[config.mk]
export PLATFORM = sky130hd
export DESIGN_NAME = updown_timer16
export DESIGN_NICKNAME = d
export VERILOG_FILES = /design/src/rtl/tmr16_pkg.sv /design/src/rtl/tmr16_sync.sv /design/src/rtl/tmr16_ctrl.sv /design/src/rtl/tmr16_core.sv /design/src/rtl/updown_timer16.sv
export SDC_FILE = /design/constraint.sdc
export NUM_CORES = 1
export LEC_CHECK = 0
export ABC_AREA = 1
export CAP_MARGIN = 30
export CORE_ASPECT_RATIO = 1.5
export CORE_MARGIN = 1.5
export CORE_UTILIZATION = 40
export DETAILED_ROUTE_END_ITERATION = 8
export DONT_BUFFER_PORTS = 1
export PLACE_DENSITY = 0.57
export SLEW_MARGIN = 10
export SYNTH_ARGS = -nofsm -noshare
export SYNTH_HDL_FRONTEND = slang
export SYNTH_SLANG_ARGS = --single-unit
[constraint.sdc]
create_clock -name clk -period 2.5 [get_ports clk]
set_input_delay 0.5 -clock clk [delete_from_list [all_inputs] [get_ports clk]]
set_output_delay 0.5 -clock clk [all_outputs]
set_load 0.01 [all_outputs]
[src/rtl/tmr16_pkg.sv]
package tmr16_pkg;
  localparam int MODE_W = 16;
  localparam int B_RUN  = 15;
  localparam int B_TRG  = 13;
  localparam int B_ONE  = 12;
  localparam int B_CLR  = 11;
  localparam int B_GATE = 10;
  localparam int B_DIRH = 9;
  localparam int B_DIRL = 8;
  localparam int B_EN   = 7;
  localparam int B_INIT = 6;
  localparam logic [MODE_W-1:0] MODE_RST  = 16'h0800;
  localparam logic [MODE_W-1:0] MODE_KEEP = 16'h3F87;

  typedef enum logic [1:0] {
    DIR_UP        = 2'b00,
    DIR_DOWN      = 2'b01,
    DIR_PIN_HI_UP = 2'b10,
    DIR_PIN_LO_UP = 2'b11
  } dir_mode_e;
endpackage

[src/rtl/tmr16_sync.sv]
module tmr16_sync #(
  parameter int W      = 1,
  parameter int STAGES = 2
) (
  input  logic         clk,
  input  logic         rst_n,
  input  logic [W-1:0] d,
  output logic [W-1:0] q
);
  logic [STAGES-1:0][W-1:0] chain;

  always_ff @(posedge clk or negedge rst_n) begin
    if (!rst_n) chain <= '0;
    else        chain <= {chain[STAGES-2:0], d};
  end

  assign q = chain[STAGES-1];
endmodule

[src/rtl/tmr16_ctrl.sv]
module tmr16_ctrl
  import tmr16_pkg::*;
(
  input  logic              clk,
  input  logic              rst_n,
  input  logic              mode_we,
  input  logic [MODE_W-1:0] mode_wdata,
  input  logic              trig_s,
  input  logic              trig_pol,
  input  logic              hit,
  output logic [MODE_W-1:0] mode_q,
  output logic              run,
  output logic              init_pulse
);
  logic trig_d, trig_edge, trig_fire, en_next, oneshot_stop;

  always_ff @(posedge clk or negedge rst_n) begin
    if (!rst_n) trig_d <= 1'b0;
    else        trig_d <= trig_s;
  end

  assign trig_edge    = trig_pol ? (trig_s & ~trig_d) : (~trig_s & trig_d);
  assign trig_fire    = mode_q[B_TRG] & trig_edge;
  assign en_next      = mode_we ? mode_wdata[B_EN] : mode_q[B_EN];
  assign oneshot_stop = run & mode_q[B_ONE] & hit;
  assign init_pulse   = mode_we & mode_wdata[B_INIT];

  always_ff @(posedge clk or negedge rst_n) begin
    if (!rst_n)       mode_q <= MODE_RST;
    else if (mode_we) mode_q <= mode_wdata & MODE_KEEP;
  end

  // Priority: disable, one-shot stop, trigger start, plain start by write.
  always_ff @(posedge clk or negedge rst_n) begin
    if (!rst_n)                             run <= 1'b0;
    else if (!en_next)                      run <= 1'b0;
    else if (oneshot_stop)                  run <= 1'b0;
    else if (trig_fire)                     run <= 1'b1;
    else if (mode_we && !mode_wdata[B_TRG]) run <= 1'b1;
  end
endmodule

[src/rtl/tmr16_core.sv]
module tmr16_core #(
  parameter int W = 16
) (
  input  logic         clk,
  input  logic         rst_n,
  input  logic         run,
  input  logic         stb,
  input  logic         gate_ok,
  input  logic         up,
  input  logic         one_en,
  input  logic         clr_en,
  input  logic         cap_mode,
  input  logic         cap_stb,
  input  logic         init,
  input  logic [W-1:0] buf_a,
  input  logic [W-1:0] buf_b,
  output logic [W-1:0] cnt,
  output logic [W-1:0] reg_a,
  output logic [W-1:0] reg_b,
  output logic         hit,
  output logic         ovf,
  output logic         unf
);
  localparam logic [W-1:0] ALL_ONES = '1;

  logic step, cap_clr, match_clr, wrap_up, wrap_dn;

  assign hit       = ~cap_mode & (cnt == reg_a);
  assign step      = run & stb & gate_ok & ~(hit & one_en);
  assign cap_clr   = cap_mode & cap_stb & clr_en;
  assign match_clr = hit & clr_en;
  assign wrap_up   = ~init & ~cap_clr & step & ~match_clr & up & (cnt == ALL_ONES);
  assign wrap_dn   = ~init & ~cap_clr & step & ~match_clr & ~up & (cnt == '0);

  always_ff @(posedge clk or negedge rst_n) begin
    if (!rst_n)       cnt <= '0;
    else if (init)    cnt <= '0;
    else if (cap_clr) cnt <= '0;
    else if (step) begin
      if (match_clr) cnt <= '0;
      else if (up)   cnt <= cnt + 1'b1;
      else           cnt <= cnt - 1'b1;
    end
  end

  always_ff @(posedge clk or negedge rst_n) begin
    if (!rst_n) begin
      reg_a <= '0;
      reg_b <= '0;
    end else begin
      if (init && !cap_mode)        reg_a <= buf_a;
      else if (cap_mode && cap_stb) reg_a <= cnt;
      if (init)                     reg_b <= buf_b;
    end
  end

  always_ff @(posedge clk or negedge rst_n) begin
    if (!rst_n) begin
      ovf <= 1'b0;
      unf <= 1'b0;
    end else begin
      ovf <= wrap_up;
      unf <= wrap_dn;
    end
  end
endmodule

[src/rtl/updown_timer16.sv]
module updown_timer16
  import tmr16_pkg::*;
#(
  parameter int W           = 16,
  parameter int SYNC_STAGES = 2
) (
  input  logic              clk,
  input  logic              rst_n,
  input  logic              mode_we,
  input  logic [MODE_W-1:0] mode_wdata,
  output logic [MODE_W-1:0] mode_rdata,
  input  logic              count_stb,
  input  logic              trig_pin,
  input  logic              gate_pin,
  input  logic              dir_pin,
  input  logic              trig_pol,
  input  logic              gate_pol,
  input  logic              cap_mode,
  input  logic              cap_stb,
  input  logic [W-1:0]      cmpa_buf,
  input  logic [W-1:0]      cmpb_buf,
  output logic [W-1:0]      count,
  output logic [W-1:0]      reg_a,
  output logic [W-1:0]      reg_b,
  output logic              ovf,
  output logic              unf
);
  localparam int NPIN = 3;

  logic [NPIN-1:0]   pins_s;
  logic [MODE_W-1:0] mode_q;
  logic              run, init_pulse, hit, gate_ok, up;
  dir_mode_e         dmode;

  tmr16_sync #(.W(NPIN), .STAGES(SYNC_STAGES)) u_sync (
    .clk(clk), .rst_n(rst_n),
    .d({trig_pin, gate_pin, dir_pin}),
    .q(pins_s)
  );

  tmr16_ctrl u_ctrl (
    .clk(clk), .rst_n(rst_n),
    .mode_we(mode_we), .mode_wdata(mode_wdata),
    .trig_s(pins_s[2]), .trig_pol(trig_pol), .hit(hit),
    .mode_q(mode_q), .run(run), .init_pulse(init_pulse)
  );

  assign gate_ok = ~mode_q[B_GATE] | (pins_s[1] ^ gate_pol);
  assign dmode   = dir_mode_e'(mode_q[B_DIRH:B_DIRL]);

  always_comb begin
    unique case (dmode)
      DIR_UP:        up = 1'b1;
      DIR_DOWN:      up = 1'b0;
      DIR_PIN_HI_UP: up = pins_s[0];
      DIR_PIN_LO_UP: up = ~pins_s[0];
      default:       up = 1'b1;
    endcase
  end

  tmr16_core #(.W(W)) u_core (
    .clk(clk), .rst_n(rst_n),
    .run(run), .stb(count_stb), .gate_ok(gate_ok), .up(up),
    .one_en(mode_q[B_ONE]), .clr_en(mode_q[B_CLR]),
    .cap_mode(cap_mode), .cap_stb(cap_stb), .init(init_pulse),
    .buf_a(cmpa_buf), .buf_b(cmpb_buf),
    .cnt(count), .reg_a(reg_a), .reg_b(reg_b),
    .hit(hit), .ovf(ovf), .unf(unf)
  );

  assign mode_rdata = {run, mode_q[MODE_W-2:0]};
endmodule

==> reports/results.txt, run 1 <==
Met2 routed WL - 5.37 mm
Startpoint Class - register
Tmin final - 2260 ps
Total CTS buffers - 9
Clock latency on the worst-skew pair - 330 ps
P&R area growth vs syn - 11.4%
Antenna cells - 0
Syn Inst Count - 527
Wire length per cell - 16.8 um
Slew Viols, Final - 0
Die Width - 84.3 um
Period utilization - 0.905
Final nets - 598
Layout fillers - 962
Hold crit path type - in -> async
Sequential fraction of design power - 0.411
# setup viols final - 0
Final Skew - 5.98 ps
First-pass iteration count of the detailed router - 4
NetSw - 0.00126 W
FF-to-FF setup slack - 240 ps
Pwr Density - 789 nW/um^2
Core Box Area - 9630 um^2
Initial core utilization - 0.412
DIE AREA - 10500 um^2
Cell-internal power - 0.00223 W
Initial antenna violation count - 0
Syn Area/Cell - 7.52 um^2
Placement Cell Area - 4090 um^2
Drc violations - 0
Area of the multi-input gates - 1910 um^2
Clk sink count - 68
Wl on met1 - 4.24 mm
First-pass GRT wire length - 18.0 mm
YS warnings - 0
Initial DRC Count - 244
DP Wirelength - 8.41 mm
Fin area - 4420 um^2
Worst Setup Path Type - reg -> reg
CTS tree - built
Via Count - 3463
Highest metal layer with signal wires - met4
Storage cell area - 1700 um^2
Crit-path most repeated cell - nand2_1
Slowest stage delay, CP - 450 ps
Fmax - 0.442 GHz
GRT Resource Usage Total - 0.218
Clk slew on worst S/H paths - 60 ps
Post-route setup TNS - 0 ps
CP Max Fanout - 10
Post-CTS Setup Repair Bufs - 0
# H-tree levels - 3
Mapped Area - 3970 um^2
Row cnt - 44
Library cells used by synthesis - 42
Port-buffer cells - 0
Via count of the first global-routing pass - 3489
GP Congestion - 0.875
Fin. Hold Viols - 0
Fin util - 0.458
Die span in y - 125 um
Outcome - completed
Leakage - 2.26 nW
Post-DR vias/cell - 5.28
Seq cells post-synth - 68
Logic pwr share - 0.241
CP max-delay cell - dfrtp_1
I/O pin count - 125
Hold_ws - 30.2 ps
Largest net degree at the start of global routing - 68
Share of layout cells above drive strength 1 - 0.111
WP data required - 2720 ps
Maximum buffer depth of the clock tree - 2
RSZ-0062 raised after global routing - no
Sequential area share after synthesis - 0.429
Worst reg-to-reg path cell count - 15
Post-route ant nets - 0
GRT Residual Overflow - 0
Switching portion of total power - 0.360
WP data arrival - 2490 ps
Max VDD drop - 0.457 mV
FF-to-FF Start - u_ctrl.mode_q[8]
Max-cap viol count - 0
Post-Route WL - 11.0 mm
Worst-path cell chain - inv_1, nand3_4, nand2_8, nand2_1, nand2_1, inv_1, ha_1, inv_1, nand2_1, nand3_1, nand2_1, nand3_1, nand3_1, nand3_1, nand2_1
Met3 wire len - 1.03 mm
Clock Tree Root - clkbuf_16
Crit. End Element - register
Reg-to-reg endpoint - u_core.cnt[12]
Clk pwr share - 0.349
kinds of logic after synthesis:
family                     count (synthesis)  synth area share
xor gates and xnor gates                  16            0.0439
and+or+nand+nor                          299             0.330
buffers and inverters                     82            0.0921
DFF                                       68             0.429
adders and majority gates                  3           0.00947
other                                      1          0.000946
AOI/OAI and AO/OA                         58            0.0944
how the worst max path moves through the flow:
stage / from / end / slack (ps) / cells past startpoint
5_1_grt: u_ctrl.mode_q[8] / u_core.cnt[15] / 60 / 15
3_5_place_dp: u_ctrl.mode_q[8] / u_core.cnt[12] / 270 / 15
6_report: u_ctrl.mode_q[8] / u_core.cnt[12] / 240 / 15
3_3_place_gp: u_ctrl.mode_q[8] / u_core.cnt[12] / 290 / 15
4_1_cts: u_ctrl.mode_q[8] / u_core.cnt[12] / 250 / 15
2_1_floorplan: u_ctrl.mode_q[9] / u_core.cnt[15] / 470 / 15
critical path, delay by kind of cell (launching register included):
family | cells | cell delay (ps)
buffers and inverters | 3 | 240
adders and majority gates | 1 | 160
and+or+nand+nor | 11 | 1300
DFF | 1 | 450
layer usage:
metal | GRT usage | vias to the layer above
met5 | 0 | -
met4 | 0.104 | 0
met3 | 0.0713 | 28
met2 | 0.366 | 147
met1 | 0.248 | 1590
li1 | - | 1698
final cells by class:
class	count	area share
repair buffers	14	0.0317
multi-input cells	381	0.433
well taps	115	0.0326
flip-flops and latches	68	0.386
clock buffers	10	0.0541
clock inverters	6	0.0105
inverters	62	0.0527
per-stage QoR:
step	worst slack, ps	total power (W)	cells
floorplan	472	0.00204	531
global placement	286	0.00225	638
detailed placement	267	0.00226	638
CTS	249	0.00352	656
global route	63.3	0.00369	656
finish	237	0.00349	656
power groups by stage:
stage | Combinational, W | Clock [W] | Sequential, W
after floorplan | 0.000640 | 0 | 0.00140
after global placement | 0.000796 | 0 | 0.00145
after detailed placement | 0.000810 | 0 | 0.00145
after CTS | 0.000845 | 0.00124 | 0.00143
after global routing | 0.000958 | 0.00128 | 0.00145
final | 0.000839 | 0.00122 | 0.00143
layout by cell type (no fill, tap or decap), drive strengths merged, types with 3 or more instances in the layout:
| cell type | count |
|---|---|
| a21oi | 11 |
| a22oi | 3 |
| a41oi | 3 |
| buf | 13 |
| clkbuf | 10 |
| conb | 5 |
| dfrtp | 67 |
| ha | 3 |
| inv | 64 |
| nand2 | 203 |
| nand3 | 42 |
| nand4 | 9 |
| nor2 | 34 |
| nor3 | 3 |
| nor4 | 6 |
| o211ai | 4 |
| o21ai | 25 |
| o221ai | 6 |
| o22ai | 3 |
| xor2 | 14 |
registers in the layout (all words and copies together), names as in the netlist:
name and count:
u_core.cnt 16, u_core.reg_a 16, u_core.reg_b 16, u_ctrl.mode_q 10, u_sync.chain 3, u_sync.q 3, u_core.ovf 1, u_core.unf 1
u_ctrl.run 1, u_ctrl.trig_d 1
cell usage after synthesis (all sizes together):
cell | count | area (um^2)
a21oi | 11 | 58.8
a22oi | 3 | 22.5
a41oi | 3 | 26.3
buf | 11 | 96.3
clkbuf | 9 | 36.3
clkinv | 1 | 3.75
conb | 1 | 3.75
dfrtp | 67 | 1680
dfstp | 1 | 26.3
ha | 3 | 37.5
inv | 61 | 229
nand2 | 203 | 806
nand3 | 42 | 223
nand3b | 2 | 15.0
nand4 | 9 | 56.3
nor2 | 34 | 155
nor3 | 3 | 15.0
nor4 | 6 | 37.5
o211ai | 4 | 30.0
o21ai | 25 | 133
o21bai | 2 | 22.5
o221ai | 6 | 52.6
o22ai | 3 | 18.8
o311a | 1 | 10.0
xnor2 | 2 | 17.5
xor2 | 14 | 156
what timing repair did:
| item | CTS | global route |
|---|---|---|
| hold endpoints to repair | 67 | 0 |
| endpoints found under the setup margin | 0 | 0 |
| hold buffers | 2 | 0 |
| gates resized for setup | 0 | 0 |
(Power assumes the default switching activity.)
==> run 2, diff against run 1 <==
- REMOVE_ABC_BUFFERS: unset -> 1
==> reports/results.txt, run 2 (synthesis gave the netlist of run 1 again) <==
Row cnt - 44 (unchanged)
CP Max Fanout - 14 (+4)
RSZ-0062 raised after global routing - no
DIE AREA - 10500 um^2 (unchanged)
First-pass GRT wire length - 18.8 mm (+4.9%)
Worst-path cell chain - inv_1, nand3_4, nand2_8, nand2_1, nand2_1, inv_1, ha_1, inv_1, nand2_1, nand3_1, nand2_1, nand3_1, nand3_1, nand3_1, nand2_1
WP data required - 2720 ps (about the same)
Final Power - 0.00348 W (-0.32%)
CP max-delay cell - dfrtp_1
Slew margin rel. - 0.638
Placement Cell Area - 4140 um^2 (+1.2%)
Crit-path most repeated cell - nand2_1
Fin area - 4500 um^2 (+1.8%)
Commonest non-fill, non-tap cells in the layout - 193 x nand2_1, 67 x dfrtp_1, 57 x inv_1
Initial core utilization - 0.412 (unchanged)
Slowest stage delay, CP - 460 ps (about the same)
First-pass iteration count of the detailed router - 5 (+1)
Via Count - 3650 (+5.4%)
Tmin final - 2240 ps (-21.2 ps)
Slew Viols, Final - 0 (unchanged)
WP data arrival - 2460 ps (-30 ps)
Worst Setup Path Type - reg -> reg
CTS tree - built
Layout fillers - 961 (-0.10%)
Post-Route WL - 11.8 mm (+7.4%)
Share of layout cells above drive strength 1 - 0.133 (+0.0224)
Antenna cells - 0 (unchanged)
Fin. Hold Viols - 0 (unchanged)
Post-DR vias/cell - 5.45 (+3.2%)
Crit path launch - u_ctrl.mode_q[8]
Final nets - 613 (+2.5%)
Initial antenna violation count - 0 (unchanged)
Drc violations - 0 (unchanged)
GRT Residual Overflow - 0 (unchanged)
P&R area growth vs syn - 13.4%
Hold crit path type - in -> async
Startpoint Class - register
DP Wirelength - 8.93 mm (+6.3%)
Largest net degree at the start of global routing - 68 (unchanged)
Initial DRC Count - 252 (+3.3%)
Leakage - 2.32 nW (+2.6%)
GP Congestion - 0.922 (+5.4%)
Die span in y - 125 um (unchanged)
Clk slew on worst S/H paths - 60 ps (about the same)
Via count of the first global-routing pass - 3683 (+5.6%)
Port-buffer cells - 0 (unchanged)
# H-tree levels - 3 (unchanged)
Clk sink count - 68 (unchanged)
Wire length per cell - 17.7 um (+5.1%)
FF-to-FF Start - u_ctrl.mode_q[8]
GRT Resource Usage Total - 0.232 (+0.0145)
Max VDD drop - 0.437 mV (-4.4%)
Total CTS buffers - 9 (unchanged)
Final Skew - 7.68 ps (+1.69 ps)
Fmax - 0.446 GHz (+0.94%)
Outcome - completed
Crit. End Element - register
I/O pin count - 125 (unchanged)
Maximum buffer depth of the clock tree - 2 (unchanged)
Top Registers - u_core.cnt (16), u_core.reg_a (16), u_core.reg_b (16)
Pwr Density - 773 nW/um^2 (-2.1%)
# setup viols final - 0 (unchanged)
Max-cap viol count - 0 (unchanged)
Core Box Area - 9630 um^2 (unchanged)
Die Width - 84.3 um (unchanged)
Post-route ant nets - 0 (unchanged)
Clock latency on the worst-skew pair - 330 ps (about the same)
Commonest non-fill, non-tap cell in the layout - nand2_1
Period utilization - 0.897 (-0.00847)
Worst-margin pin slew - 542 ps
Post-route setup TNS - 0 ps (unchanged)
Clock Tree Root - clkbuf_16
==> run 2: worst paths after layout <==
path                                           to  slack [ps]  cells past startpoint
worst min-delay path            u_ctrl.mode_q[11]          20                      0
min in group clk                  u_sync.chain[0]         200                      0
worst max-delay path               u_core.cnt[12]         260                     15
worst min register to register        u_sync.q[2]         340                      0
max in group asynchronous       u_ctrl.mode_q[13]        2140                      1
worst max register to register     u_core.cnt[12]         260                     15
==> run 2: per-layer routing <==
layer / share of wire / routed length (um) / global-route usage / vias to the layer above
met5: 0 / 0 / 0 / -
met4: 0.040 / 472 / 0.127 / 0
met3: 0.064 / 761 / 0.0482 / 31
met2: 0.52 / 6110 / 0.401 / 167
met1: 0.38 / 4500 / 0.265 / 1712
li1: - / - / - / 1740
==> run 2: power by group <==
part / internal (W) / leakage [nW] / switching [W]
Clock: 0.000660 / 0.124 / 0.000475
Combinational: 0.000327 / 1.33 / 0.000601
Sequential: 0.00123 / 0.866 / 0.000183
==> run 2: what timing repair did <==
action	in CTS	in global routing
resized for setup	0	1
endpoints found under the setup margin	0	4
hold buffers	1	0
setup buffers	0	8
hold endpoints to repair	67	0
==> run 2: through the flow <==
step	hold WS, ps	cells	utilization	setup WS (ps)
floorplan	204	511	-	354
global placement	207	646	0.430	245
detailed placement	207	646	0.430	218
CTS	5.74	662	0.460	206
global route	5.45	670	0.467	42.6
finish	17.6	670	0.467	258
==> run 2: cell type report <==
type | instances | area [um^2] | area share
clock buffer | 10 | 229 | 0.0509
clock inverter | 5 | 30.0 | 0.00668
inverter | 62 | 233 | 0.0518
multi-input combinational | 381 | 1920 | 0.427
sequential | 68 | 1700 | 0.379
tap | 115 | 144 | 0.0320
timing repair buffer | 29 | 238 | 0.0529
==> run 2: worst max-delay path, delay by kind of cell (launching register included) <==
family | cells | cell delay (ps)
buffers and inverters | 3 | 230
DFF | 1 | 460
and+or+nand+nor | 11 | 1260
adders and majority gates | 1 | 170
==> run 3, diff against run 2 <==
- PLACE_DENSITY: 0.57 -> 0.59
- clock period: 2.5 -> 1.8 ns (I/O delays scaled with it)
==> reports/results.txt, run 3 (synthesis gave the netlist of run 1 again) <==
Pwr Density - 1020 nW/um^2 (+32%)
Reg-to-reg endpoint - u_core.cnt[10]
Post-DR vias/cell - 5.22 (-4.1%)
Clock Tree Root - clkbuf_16
Commonest non-fill, non-tap cells in the layout - 155 x nand2_1, 121 x buf_4, 66 x dfrtp_1
Layout fillers - 918 (-4.5%)
Post-route setup TNS - -1010 ps (-1010 ps)
Largest net degree at the start of global routing - 69 (+1.5%)
Port-buffer cells - 0 (unchanged)
Setup ws final - -107 ps (-366 ps)
I/O pin count - 125 (unchanged)
First-pass GRT wire length - 20.7 mm (+9.7%)
Outcome - finished, violations left
RSZ-0062 raised after global routing - yes
Antenna cells - 0 (unchanged)
Post-Route WL - 13.4 mm (+13%)
Dpl cells - 742 (+15%)
Initial core utilization - 0.412 (unchanged)
Via count of the first global-routing pass - 4146 (+13%)
Clk sink count - 68 (unchanged)
CTS tree - built
Total CTS buffers - 9 (unchanged)
Via Count - 4049 (+11%)
FF-to-FF Start - u_ctrl.mode_q[8]
P&R area growth vs syn - 45.3%
Max VDD drop - 0.627 mV (+43%)
Share of layout cells above drive strength 1 - 0.397 (+0.264)
WP data arrival - 2140 ps (-320 ps)
Drc violations - 0 (unchanged)
Final Power - 0.00588 W (+69%)
Hold crit path type - in -> async
Final Skew - 5.59 ps (-2.08 ps)
Wire length per cell - 17.3 um (-2.3%)
GP Congestion - 0.940 (+2.0%)
Crit-path most repeated cell - nand2_1
First-pass iteration count of the detailed router - 6 (+1)
# setup viols final - 16 (+16)
Startpoint Class - register
Top delay family on crit path - simple AND/OR/NAND/NOR gates
Die span in y - 125 um (unchanged)
Core Box Area - 9630 um^2 (unchanged)
Initial DRC Count - 264 (+4.8%)
Slew Viols, Final - 0 (unchanged)
Top Registers - u_core.cnt (16), u_core.reg_a (16), u_core.reg_b (16)
Row cnt - 44 (unchanged)
Slowest stage delay, CP - 430 ps (-30 ps)
# H-tree levels - 3 (unchanged)
FF-to-FF setup slack - -110 ps (-370 ps)
Tmin final - 1910 ps (-334 ps)
Clock latency on the worst-skew pair - 340 ps (about the same)
CP Max Fanout - 6 (-8)
DP Wirelength - 9.87 mm (+11%)
CP max-delay cell - dfrtp_1
Commonest non-fill, non-tap cell in the layout - nand2_1
Post-route ant nets - 0 (unchanged)
Die Width - 84.3 um (unchanged)
Worst reg-to-reg path cell count - 15 (unchanged)
Fmax - 0.524 GHz (+18%)
DIE AREA - 10500 um^2 (unchanged)
Initial antenna violation count - 0 (unchanged)
Max-cap viol count - 0 (unchanged)
Violated checks - negative hold slack, negative setup slack
Clk slew on worst S/H paths - 60 ps (about the same)
Maximum buffer depth of the clock tree - 2 (unchanged)
Hold_ws - -291 ps (-309 ps)
Worst Setup Path Type - reg -> reg
Final nets - 717 (+17%)
Fin. Hold Viols - 68 (+68)
Period utilization - 1.06 (+0.163)
Leakage - 2.96 nW (+27%)
Worst-path cell chain - inv_2, nand3_4, nand2_8, buf_8, buf_6, nand2_4, nand2_4, inv_2, nand3_4, o21ai_4, nand2_2, nand2_1, nand2_1, nand3_1, nand2_1
WP data required - 2030 ps (-690 ps)
GRT Residual Overflow - 0 (unchanged)
Crit. End Element - register
GRT Resource Usage Total - 0.257 (+0.0244)
CP Buf/Inv Count - 4 (+1)
Final Non-Filler Cells - 775 (+16%)
run 3: worst max-delay path by stage:
stage	startpoint	endpoint	slack (ps)	cells past startpoint
after global routing	u_sync.q[0]	u_core.cnt[14]	-210	15
after detailed placement	u_ctrl.mode_q[8]	u_core.cnt[15]	-220	15
final	u_ctrl.mode_q[8]	u_core.cnt[10]	-110	15
after floorplan	u_ctrl.mode_q[8]	u_core.cnt[12]	-220	15
after CTS	u_ctrl.mode_q[8]	u_core.cnt[10]	-90	13
after global placement	u_ctrl.mode_q[8]	u_core.cnt[10]	-170	13
run 3: metrics by stage:
stage | utilization | setup slack [ps] | instance area, um^2 | hold WS (ps)
after global routing | 0.598 | -207 | 5760 | -294
after floorplan | - | -217 | 3850 | 64.4
final | 0.598 | -107 | 5760 | -291
after global placement | 0.509 | -165 | 4900 | 66.4
after detailed placement | 0.509 | -222 | 4900 | 66.5
after CTS | 0.572 | -90.6 | 5510 | -296
run 3: report_power, final:
| part | leakage, nW | switching (W) | internal, W |
|---|---|---|---|
| combinational | 1.95 | 0.00119 | 0.000997 |
| sequential | 0.865 | 0.000177 | 0.00171 |
| clock | 0.146 | 0.000725 | 0.00108 |
| total | 2.96 | 0.00209 | 0.00379 |
run 3: metal layers:
layer | wire [um] | GRT usage | part of all wire | vias to the layer above
met5 | 0 | 0 | 0 | -
met4 | 718 | 0.146 | 0.054 | 0
li1 | - | - | - | 1932
met3 | 770 | 0.0614 | 0.058 | 43
met2 | 6950 | 0.453 | 0.52 | 165
met1 | 4940 | 0.277 | 0.37 | 1909
run 3: layout make-up:
class / instances / area [um^2] / share of cell area
multi-input combinational: 381 / 2290 / 0.398
sequential: 68 / 1700 / 0.296
timing repair buffer: 133 / 1080 / 0.188
inverter: 62 / 238 / 0.0413
clock buffer: 9 / 225 / 0.0391
tap: 115 / 144 / 0.0250
clock inverter: 7 / 73.8 / 0.0128
run 3: repair_timing:
action | 4_1_cts | 5_1_grt
endpoints found under the setup margin | 19 | 19
hold endpoints to repair | 68 | 68
buffers inserted | 11 | 7
gates resized for setup | 61 | 68
cloned | 1 | 0
pin swaps | 18 | 39
